**config.mk**
```make
export PLATFORM = sky130hd
export DESIGN_NAME = updn_timer
export DESIGN_NICKNAME = d
export VERILOG_FILES = /design/src/rtl/updn_timer_pkg.sv /design/src/rtl/updn_timer_sync.sv /design/src/rtl/updn_timer_strobe.sv /design/src/rtl/updn_timer_edge.sv /design/src/rtl/updn_timer.sv
export SDC_FILE = /design/constraint.sdc
export NUM_CORES = 1
export LEC_CHECK = 0
export BUFFER_PORTS_ARGS = -buffer_cell sky130_fd_sc_hd__buf_2
export CAP_MARGIN = 5
export CORE_ASPECT_RATIO = 1.2
export CORE_MARGIN = 3
export CORE_UTILIZATION = 60
export DETAILED_ROUTE_END_ITERATION = 7
export GPL_TIMING_DRIVEN = 0
export HOLD_SLACK_MARGIN = 0.15
export PLACE_DENSITY = 0.8
export REMOVE_ABC_BUFFERS = 1
export SLEW_MARGIN = 20
export SYNTH_ARGS = -nofsm -noshare
export SYNTH_HDL_FRONTEND = slang
export SYNTH_SLANG_ARGS = --single-unit
export TNS_END_PERCENT = 5
```
**constraint.sdc**
```tcl
create_clock -name clk -period 2.55 [get_ports clk]
set_input_delay 0.1275 -clock clk [delete_from_list [all_inputs] [get_ports clk]]
set_output_delay 0.1275 -clock clk [all_outputs]
set_load 0.01 [all_outputs]
```
**src/rtl/updn_timer_pkg.sv**
```systemverilog
package updn_timer_pkg;

    localparam int unsigned CNT_W  = 16;
    localparam int unsigned BYTE_W = 8;

    // register addresses
    localparam logic [2:0] ADR_CTRL = 3'd0;
    localparam logic [2:0] ADR_MODE = 3'd1;
    localparam logic [2:0] ADR_RLO  = 3'd2;
    localparam logic [2:0] ADR_RHI  = 3'd3;
    localparam logic [2:0] ADR_CLO  = 3'd4;
    localparam logic [2:0] ADR_CHI  = 3'd5;

    // control register, bit 7 down to bit 0
    typedef struct packed {
        logic ovf;      // overflow flag
        logic ext;      // external trigger flag
        logic rx_baud;  // receive baud select
        logic tx_baud;  // transmit baud select
        logic ext_en;   // trigger enable
        logic cap_sel;  // capture select
        logic ext_src;  // count external pin edges
        logic run;      // run
    } ctrl_t;

    typedef enum logic [1:0] {
        F_RELOAD  = 2'd0,
        F_UPDOWN  = 2'd1,
        F_CAPTURE = 2'd2,
        F_BAUD    = 2'd3
    } func_e;

    typedef struct packed {
        ctrl_t              ctrl;
        logic               dir_en;
        logic [CNT_W-1:0]   cnt;
        logic [CNT_W-1:0]   rld;
        logic [BYTE_W-1:0]  rdata;
        logic               pulse;
    } state_t;

endpackage

```
**src/rtl/updn_timer_sync.sv**
```systemverilog
module updn_timer_sync #(
    parameter int unsigned N = 2
) (
    input  logic         clk,
    input  logic         rst_n,
    input  logic [N-1:0] din,
    output logic [N-1:0] dout
);
    logic [N-1:0] st1_q, st2_q;

    always_ff @(posedge clk or negedge rst_n) begin
        if (!rst_n) begin
            st1_q <= '0;
            st2_q <= '0;
        end else begin
            st1_q <= din;
            st2_q <= st1_q;
        end
    end

    assign dout = st2_q;
endmodule

```
**src/rtl/updn_timer_strobe.sv**
```systemverilog
module updn_timer_strobe #(
    parameter int unsigned DIV = 12
) (
    input  logic clk,
    input  logic rst_n,
    input  logic en,
    output logic tick
);
    localparam int unsigned CW = (DIV > 2) ? $clog2(DIV) : 1;
    localparam logic [CW-1:0] LAST = CW'(DIV - 1);

    logic [CW-1:0] c_q, c_d;

    always_comb begin
        c_d = c_q;
        if (!en)
            c_d = '0;
        else if (c_q == LAST)
            c_d = '0;
        else
            c_d = c_q + 1'b1;
    end

    assign tick = en && (c_q == LAST);

    always_ff @(posedge clk or negedge rst_n) begin
        if (!rst_n) c_q <= '0;
        else        c_q <= c_d;
    end
endmodule

```
**src/rtl/updn_timer_edge.sv**
```systemverilog
module updn_timer_edge #(
    parameter int unsigned N = 2
) (
    input  logic         clk,
    input  logic         rst_n,
    input  logic         sample,
    input  logic [N-1:0] din,
    output logic [N-1:0] fall
);
    logic [N-1:0] prev_q, prev_d;

    for (genvar i = 0; i < N; i++) begin : g_pin
        assign fall[i]   = sample & prev_q[i] & ~din[i];
        assign prev_d[i] = sample ? din[i] : prev_q[i];
    end

    always_ff @(posedge clk or negedge rst_n) begin
        if (!rst_n) prev_q <= '0;
        else        prev_q <= prev_d;
    end
endmodule

```
**src/rtl/updn_timer.sv**
```systemverilog
module updn_timer
    import updn_timer_pkg::*;
#(
    parameter int unsigned TICK_DIV = 12,
    parameter int unsigned BAUD_DIV = 2
) (
    input  logic        clk,
    input  logic        rst_n,
    input  logic [2:0]  addr,
    input  logic        wr_en,
    input  logic [7:0]  wdata,
    output logic [7:0]  rdata,
    input  logic        cnt_pin,
    input  logic        trig_pin,
    output logic        irq,
    output logic        ovf_pulse
);
    localparam int unsigned PIN_N    = 2;
    localparam int unsigned PIN_CNT  = 0;
    localparam int unsigned PIN_TRIG = 1;
    localparam logic [CNT_W-1:0] TOP = '1;

    state_t s_q, s_d;

    logic [PIN_N-1:0] pins_raw, pins_sync, pins_fall;
    logic             mc_tick, baud_tick;

    // named views used by the logic and by the bound checker
    logic             run_w, baud_w, step, trig_hit, dir_up;
    logic             ovf_flag_w, ext_flag_w;
    logic [CNT_W-1:0] cnt_w, rld_w;
    func_e            func;

    assign pins_raw = {trig_pin, cnt_pin};

    updn_timer_sync #(.N(PIN_N)) u_sync (
        .clk   (clk),
        .rst_n (rst_n),
        .din   (pins_raw),
        .dout  (pins_sync)
    );

    updn_timer_strobe #(.DIV(TICK_DIV)) u_mc_div (
        .clk   (clk),
        .rst_n (rst_n),
        .en    (s_q.ctrl.run),
        .tick  (mc_tick)
    );

    updn_timer_strobe #(.DIV(BAUD_DIV)) u_baud_div (
        .clk   (clk),
        .rst_n (rst_n),
        .en    (s_q.ctrl.run),
        .tick  (baud_tick)
    );

    updn_timer_edge #(.N(PIN_N)) u_edge (
        .clk    (clk),
        .rst_n  (rst_n),
        .sample (mc_tick),
        .din    (pins_sync),
        .fall   (pins_fall)
    );

    assign run_w      = s_q.ctrl.run;
    assign baud_w     = s_q.ctrl.tx_baud | s_q.ctrl.rx_baud;
    assign ovf_flag_w = s_q.ctrl.ovf;
    assign ext_flag_w = s_q.ctrl.ext;
    assign cnt_w      = s_q.cnt;
    assign rld_w      = s_q.rld;
    assign dir_up     = pins_sync[PIN_TRIG];
    assign trig_hit   = pins_fall[PIN_TRIG] & s_q.ctrl.ext_en;

    always_comb begin
        if (baud_w)
            func = F_BAUD;
        else if (s_q.ctrl.cap_sel)
            func = F_CAPTURE;
        else if (s_q.dir_en)
            func = F_UPDOWN;
        else
            func = F_RELOAD;
    end

    always_comb begin
        if (!s_q.ctrl.run)
            step = 1'b0;
        else if (s_q.ctrl.ext_src)
            step = pins_fall[PIN_CNT];
        else if (baud_w)
            step = baud_tick;
        else
            step = mc_tick;
    end

    // next-state logic
    always_comb begin
        s_d       = s_q;
        s_d.pulse = 1'b0;

        unique case (func)
            F_RELOAD: begin
                if (trig_hit) begin
                    s_d.cnt      = s_q.rld;
                    s_d.ctrl.ext = 1'b1;
                end else if (step) begin
                    if (s_q.cnt == TOP) begin
                        s_d.cnt      = s_q.rld;
                        s_d.ctrl.ovf = 1'b1;
                        s_d.pulse    = 1'b1;
                    end else begin
                        s_d.cnt = s_q.cnt + 1'b1;
                    end
                end
            end
            F_UPDOWN: begin
                if (step) begin
                    if (dir_up) begin
                        if (s_q.cnt == TOP) begin
                            s_d.cnt      = s_q.rld;
                            s_d.ctrl.ovf = 1'b1;
                            s_d.ctrl.ext = ~s_q.ctrl.ext;
                            s_d.pulse    = 1'b1;
                        end else begin
                            s_d.cnt = s_q.cnt + 1'b1;
                        end
                    end else begin
                        if (s_q.cnt == s_q.rld) begin
                            s_d.cnt      = TOP;
                            s_d.ctrl.ovf = 1'b1;
                            s_d.ctrl.ext = ~s_q.ctrl.ext;
                            s_d.pulse    = 1'b1;
                        end else begin
                            s_d.cnt = s_q.cnt - 1'b1;
                        end
                    end
                end
            end
            F_CAPTURE: begin
                if (step) begin
                    if (s_q.cnt == TOP) begin
                        s_d.cnt      = '0;
                        s_d.ctrl.ovf = 1'b1;
                        s_d.pulse    = 1'b1;
                    end else begin
                        s_d.cnt = s_q.cnt + 1'b1;
                    end
                end
                if (trig_hit) begin
                    s_d.rld      = s_q.cnt;
                    s_d.ctrl.ext = 1'b1;
                end
            end
            F_BAUD: begin
                if (step) begin
                    if (s_q.cnt == TOP) begin
                        s_d.cnt   = s_q.rld;
                        s_d.pulse = 1'b1;
                    end else begin
                        s_d.cnt = s_q.cnt + 1'b1;
                    end
                end
                if (trig_hit)
                    s_d.ctrl.ext = 1'b1;
            end
            default: ;
        endcase

        // software write overrides hardware in the same cycle
        if (wr_en) begin
            unique case (addr)
                ADR_CTRL: s_d.ctrl              = ctrl_t'(wdata);
                ADR_MODE: s_d.dir_en            = wdata[0];
                ADR_RLO:  s_d.rld[BYTE_W-1:0]   = wdata;
                ADR_RHI:  s_d.rld[CNT_W-1:BYTE_W] = wdata;
                ADR_CLO:  s_d.cnt[BYTE_W-1:0]   = wdata;
                ADR_CHI:  s_d.cnt[CNT_W-1:BYTE_W] = wdata;
                default: ;
            endcase
        end

        // registered read path
        unique case (addr)
            ADR_CTRL: s_d.rdata = s_q.ctrl;
            ADR_MODE: s_d.rdata = {{(BYTE_W-1){1'b0}}, s_q.dir_en};
            ADR_RLO:  s_d.rdata = s_q.rld[BYTE_W-1:0];
            ADR_RHI:  s_d.rdata = s_q.rld[CNT_W-1:BYTE_W];
            ADR_CLO:  s_d.rdata = s_q.cnt[BYTE_W-1:0];
            ADR_CHI:  s_d.rdata = s_q.cnt[CNT_W-1:BYTE_W];
            default:  s_d.rdata = '0;
        endcase
    end

    always_ff @(posedge clk or negedge rst_n) begin
        if (!rst_n) s_q <= '0;
        else        s_q <= s_d;
    end

    assign rdata     = s_q.rdata;
    assign ovf_pulse = s_q.pulse;
    assign irq       = s_q.ctrl.ovf | (s_q.ctrl.ext & (func != F_UPDOWN));

endmodule

```
* Yosys cells after proc, flatten, opt, wreduce, memory -nomap -nowiden *
Cells that the tools add are included.

storage, ports and cells
  register bits after elaboration = 61
  output and inout port bits = 10
  logic and storage cells = 99

operators by class
  add/sub/neg operators = 4
  equal/unequal tests = 12
  mux-type cells = 46
  bitwise gates (word level) = 11
  reduce and logical (&&, ||, !) cells = 8

operator list
  operator               count
  $mux 16                10
  $pmux 16 s4            1
  $pmux 8 s6             1
  $mux 41                1
  $mux 8                 5
  $mux 1                 17
  $add 16x1->16 const B  1
  $eq 16x16->1           1
  $eq 16x16->1 const B   1
  $sub 16x1->16 const B  1
  $mux 2                 6
  $mux 4                 2
  $and 1x1->1            6
  $eq 3x2->1 const B     2
  $eq 3x3->1 const B     2
  $pmux 1 s3             2
  $add 4x1->4 const B    1
  $eq 2x2->1 const B     2
  $eq 4x4->1 const B     1
  $reduce_and 2->1       2
  $eq 3x1->1 const B     1
  $logic_not 3->1        1
  $not 1->1              3
  $reduce_or 3->1        1
  8 further kinds        10

* Logic depth before layout (Yosys ltp) *
Gate-level depths: netlist of the first run.

  depth in word-level cells = 11
  depth in mapped cells = 11

* Cells and area by module *
From an unflattened synthesis of the first run, not the netlist that was laid out.

second synthesis, totals
  cells, all modules = 644
  area total of the unflattened synthesis = 5007.3 µm²

modules (own cells, without submodules)
  module                          instances  cells an instance  area an instance (µm²)
  updn_timer                      1          614                4586.9
  updn_timer_strobe (u_mc_div)    1          17                 186.4
  updn_timer_sync                 1          4                  100.1
  updn_timer_edge                 1          6                  92.6
  updn_timer_strobe (u_baud_div)  1          3                  41.3

* Least setup slack after synthesis of the first run *
Ideal clock, no wire load.

  path kind = reg-to-reg
  start = register s_q (netlist bit cnt_w[0])
  end = register s_q (netlist bit cnt_w[11])
  arrival = 2170 ps
  data required time = 2424 ps
  path slack = 254 ps
  cell stages (with the launch flop) = 10
  path buffers = 2
  cell sequence = dfrtp_1 -> ha_1 -> clkbuf_2 -> nand3_1 -> or3_1 -> clkbuf_1 -> nor2_4 -> a21oi_1 -> o221a_2 -> o32a_1

RTL lines
  element                 RTL line           text
  start, declared         updn_timer.sv:23   state_t s_q, s_d;
  start signal, assigned  updn_timer.sv:195  if (!rst_n) s_q <= '0;
  start signal, assigned  updn_timer.sv:196  else s_q <= s_d;

==> results of run 1 <==
power groups by stage:
stage / registers, uW / clock network [uW] / logic, uW
floorplan: 1690 / 0 / 1260
global placement: 1930 / 0 / 1590
detailed placement: 1940 / 0 / 1650
CTS: 1930 / 878 / 1800
global route: 2000 / 916 / 2350
finish: 1970 / 866 / 2190
worst max-delay path, delay by kind of cell, from the launching register on:
| kind | cells | cell delay [ns] |
|---|---|---|
| flip-flops | 1 | 0.51 |
| AO/OA/AOI/OAI | 4 | 0.86 |
| AND/OR/NAND/NOR | 3 | 0.91 |
| buffers and inverters | 1 | 0.16 |
routing by layer:
| layer | vias to the layer above | track usage [%] | wire length (um) |
|---|---|---|---|
| met4 | 0 | 20.5 | 1030 |
| met2 | 484 | 58.1 | 8470 |
| met3 | 105 | 7.27 | 2340 |
| met5 | - | 0 | 0 |
| li1 | 2450 | - | - |
| met1 | 2675 | 51.1 | 7050 |
Yosys cell counts, types with 4 or more instances:
cell type / n
nand2_1: 45
o21ai_0: 35
nand4_1: 9
nand2b_1: 7
clkbuf_1: 36
a21oi_1: 47
a21o_1: 7
o211ai_1: 14
buf_4: 11
a211oi_1: 10
nor3_1: 24
a22oi_1: 9
o21ai_1: 6
buf_2: 18
dfrtp_1: 61
nor3b_1: 6
or3_1: 6
a31oi_1: 21
o22ai_1: 5
nor4_1: 4
buf_1: 4
o31ai_1: 5
and3_1: 7
mux2_2: 11
a311oi_1: 5
mux2i_1: 24
nand3_1: 25
nor2_1: 65
o2111ai_1: 5
inv_1: 10
xnor2_1: 28
path summary, 6_finish.rpt:
check                                       to       startpoint  depth (start not counted)  slack [ns]
worst max register to register       cnt_w[10]          s_q[47]                          8       -0.02
worst min register to register  u_sync.dout[0]  u_sync.st1_q[0]                          0        0.35
max in group asynchronous             cnt_w[2]            rst_n                          2        1.54
worst min-delay path                  rdata[0]          addr[1]                          2        0.19
min in group asynchronous            cnt_w[12]            rst_n                          2        0.42
worst max-delay path                 cnt_w[10]          s_q[47]                          8       -0.02
registers in the layout (all words and copies together) (netlist names):
signal,cells
rld_w,16
u_sync.st1_q,2
run_w,1
u_mc_div.c_q,4
ovf_flag_w,1
u_edge.prev_q,2
cnt_w,16
u_baud_div.c_q,1
s_q,6
ovf_pulse,1
u_sync.dout,2
rdata,8
ext_flag_w,1
stage by stage:
stage               setup WS [ns]  hold WS, ns
finish                    -0.0216        0.193
global route              -0.0670        0.195
CTS                       -0.0373        0.179
detailed placement          -1.11        0.239
global placement            -2.22        0.236
floorplan                  -0.727       -0.168
final cells by class:
type                       count  area share, %
multi-input combinational    504           57.4
sequential                    61           25.6
timing repair buffer          84           10.8
clock buffer                  12           2.38
tap                          114           2.34
clock inverter                 4          0.780
inverter                      10          0.616
cells by family (layout without fill, tap and decap cells):
group	after synthesis	count (layout)	synth area share, %
AOI/OAI and AO/OA	213	213	28.0
muxes	35	35	7.09
adders and majority gates	3	3	0.731
buffers and inverters	83	110	7.77
DFF	61	61	29.7
xor gates and xnor gates	30	30	5.11
and+or+nand+nor	221	223	21.6
what timing repair did:
action | CTS | global route
pin swaps | 15 | 12
resized for setup | 44 | 28
endpoints found under the hold margin | 102 | 0
hold buffers | 11 | 0
setup buffers | 12 | 29
endpoints found under the setup margin | 35 | 17
gates cloned | 2 | 1
==> run metrics, run 1 <==
DIE WIDTH=90.5 um; TritonCTS clock tree=built; Nets=689; Reg area=1560 um^2; internal cell power=2760 uW; HPWL Detailed=11.9 mm; die area=9720 um^2; RSZ-0062 raised after global routing=yes; power density over the cells=825 nW/um^2; Max FO, Critical Path=15; Die Ht=107 um; Worst VDD drop=567 uV; H-tree depth=3; dpl cell area=5160 um^2; GRT Total Usage=38.1%; # port buffers=25; worst skew pair latency=0.35 ns; Util after Layout=73.9%; initial antenna violation count=0; Max clock buf depth=2; via count=5,714; I/O pins=26; Yosys top cell area share=29.7%; area of the multi-input gates=3500 um^2; final instance area=6090 um^2; crit share post-route=101%; DR DRC count=0; most frequent cells in the layout=nor2_1, a21oi_1, buf_4, nand2_1, dfrtp_1; sequential share of power=39.2%; register area share after synthesis=29.7%; status=finished with violations; vias per cell=7.24; P_sw=2270 uW; Clock Pin Slew Worst Setup and Hold Paths=0.07 ns; fmax=389 MHz; ant diodes=0; async set-reset flop share out of synthesis=100%; total global routing overflow=0; clk root buf=clkbuf_8; synthesized cell area=5140 um^2; initial drt markers=797; Post-Route WL=18.9 mm; post-synthesis average cell area=7.95 um^2; Logic pwr share=43.5%; Post-Layout Cell Count=789; Switching Fraction=45.1%; first-pass GRT wire length=28.6 mm; Inst Count DP=718; Final Setup Violations=1; Clk pwr share=17.2%; CP Class=flop to flop; effective utilization at floorplan=62.3%; Rel. slew slack=41.7%; Final Slew Violations=0; Power Total=5030 uW; min Tclk post-route=2.57 ns; Hold/Removal Path Class=primary input to flop; Required @ worst endpoint=2.77 ns; clk sinks=61; vias in the first global route=5,179; EDFF count, synth=0; CP endpoint kind=flop; cell taking the most area after synthesis=dfrtp_1; Synth cell types=76; pin count of the biggest net entering global routing=62; CTS Buf Count=9; Routed WL per cell=23.9 um; Core Footprint=8240 um^2; CP max stage delay=0.53 ns; Rows=36; ranking of synthesized cells by area=dfrtp_1, xnor2_1, nor2_1, mux2i_1, a21oi_1; final worst slack=-0.0216 ns; Antenna Nets Post-Route=0; Post-Syn Instances=646; CP max stage cell=or4b_4; CP Data Arrival Time=2.79 ns; Hold Fails Final Rpt=0; violated checks=negative setup slack; setup TNS=-0.0216 ns; flops & latches, synth=61; leakage=0.00225 uW; Fill cells=649; drt first pass iters=8; Slew @ Worst Pin=0.873 ns; ratio of cells with drive above 1 in the final layout=24.7%; Worst setup SP type=flop; GP Congestion=0.958; Syn. warnings=0; max_cap viols=0; P&R area growth vs syn=18.6%; critical path, cell by cell=or4b_4 -> a21oi_4 -> or2_4 -> buf_16 -> nand2_2 -> a2111oi_4 -> a211o_1 -> a31oi_1; most common cell after layout, fill and taps aside=nor2_1; ys flop type=dfrtp_1; Final Skew=0.0122 ns
Power figures use the tool's default switching activity.
==> run 2: changes to the inputs <==
Settings changed: CELL_PAD_IN_SITES_DETAIL_PLACEMENT from default to 1, CELL_PAD_IN_SITES_GLOBAL_PLACEMENT from default to 2, CORE_UTILIZATION 60 to 38, PLACE_DENSITY 0.8 to 0.83.
==> run metrics, run 2 (synthesis gave the netlist of run 1 again) <==
most used cell, CP=nand2b_1; r2r setup slk=-0.03 ns; CP max stage delay=0.47 ns; Final Setup Violations=3; # port buffers=25; Core Footprint=12,900 um^2; vias per cell=6.86; Final Slew Violations=0; total global routing overflow=0; ratio of cells with drive above 1 in the final layout=25.4%; DR DRC count=0; effective utilization at floorplan=39.7%; fmax=387 MHz; Die Ht=133 um; Hold Fails Final Rpt=0; GRT Total Usage=29.4%; hold_ws=0.192 ns; Required @ worst endpoint=2.83 ns; H-tree depth=3; Post-Layout Cell Count=840; critical path, cell by cell=buf_4 -> nor3_4 -> buf_6 -> nand2b_1 -> nor2_1 -> o21ai_0 -> nand2b_1 -> a221oi_1 -> o22a_1; Clock Pin Slew Worst Setup and Hold Paths=0.06 ns; TritonCTS clock tree=built; via count=5,763; pin count of the biggest net entering global routing=33; most frequent cells in the layout=nor2_1, a21oi_1, dfrtp_1, buf_4, nand2_1; CP Class=flop to flop; Worst VDD drop=473 uV; Reg area=1550 um^2; clk sinks=61; status=finished with violations; CP Data Arrival Time=2.86 ns; crit-path leading delay family=simple AND/OR/NAND/NOR gates; CP endpoint kind=flop; Rows=45; Max FO, Critical Path=7; crit share post-route=101%; initial drt markers=729; initial antenna violation count=0; RSZ-0062 raised after global routing=yes; violated checks=negative setup slack; area of the multi-input gates=3530 um^2; most common cell after layout, fill and taps aside=nor2_1; ant diodes=0; vias in the first global route=5,980; Post-Route WL=22.3 mm; CP max stage cell=dfrtp_2; GP Congestion=0.875; Final Skew=0.00591 ns; Inst Count DP=770; power density over the cells=893 nW/um^2; DIE WIDTH=112 um; P&R area growth vs syn=23.1%; CTS Buf Count=9; Antenna Nets Post-Route=0; crit path buf inv count=2; Worst setup SP type=flop; final worst slack=-0.0342 ns; Fill cells=1,543; clk root buf=clkbuf_16; Nets=690; worst skew pair latency=0.34 ns; leakage=0.00231 uW; Max clock buf depth=2; Routed WL per cell=26.6 um; Hold/Removal Path Class=primary input to flop; I/O pins=26; first-pass GRT wire length=34.4 mm; min Tclk post-route=2.58 ns; max_cap viols=0; die area=15,000 um^2; drt first pass iters=5; Rel. slew slack=35.6%; HPWL Detailed=14.0 mm; Slew @ Worst Pin=0.963 ns
[run 2: changes by cell type in the layout (fill, tap and decap cells not counted), moves of 3 or more]
cell / delta
clkbuf_16: +8
buf_12: +3
clkbuf_8: -9
dfrtp_4: -3
[run 2: worst paths after layout]
kind                                       from              end  cells after the start
worst max-delay path                    s_q[47]         cnt_w[4]                      9
worst min-delay path                    addr[1]         rdata[0]                      2
worst max register to register          s_q[47]         cnt_w[4]                      9
worst min register to register  u_sync.st1_q[0]   u_sync.dout[0]                      0
max in group asynchronous                 rst_n        cnt_w[10]                      3
min in group asynchronous                 rst_n  u_mc_div.c_q[2]                      2
[run 2: power by group]
group / total [uW] / switching, uW / internal (uW)
Combinational: 2420 / 1340 / 1080
Sequential: 1910 / 678 / 1230
Clock: 1310 / 523 / 791
[run 2: cell type report]
class	instances	area share [%]
inverter	10	0.593
sequential	61	24.5
clock buffer	10	3.78
timing repair buffer	85	10.9
tap	164	3.24
multi-input combinational	504	55.8
clock inverter	6	1.13
[run 2: stage by stage]
step | power (uW) | utilization (%) | TNS (ns) | worst slack [ns] | area, um^2
after floorplan | 2950 | - | -17.14 | -0.727 | 4780
after global routing | 5920 | 48.8 | -0.581 | -0.149 | 6320
after detailed placement | 3680 | 40.5 | -14.20 | -0.982 | 5240
final | 5650 | 48.8 | -0.0637 | -0.0342 | 6320
after global placement | 3560 | 39.4 | -74.90 | -2.45 | 5110
after CTS | 5330 | 47.2 | -0.0356 | -0.0356 | 6110
[run 2: what timing repair did]
item	in CTS	in global routing
endpoints found under the hold margin	94	0
endpoints found under the setup margin	36	29
hold buffers	11	0
cloned	3	0
pin swaps	13	7
buffers inserted	29	11
resized for setup	50	22
[run 2: metal layers]
| metal | part of all wire, % | wire length, um | GRT usage (%) |
|---|---|---|---|
| met5 | 0 | 0 | 0 |
| met4 | 5.0 | 1110 | 16.0 |
| met3 | 7.8 | 1730 | 5.22 |
| met2 | 47 | 10500 | 47.9 |
| met1 | 40 | 8950 | 36.8 |
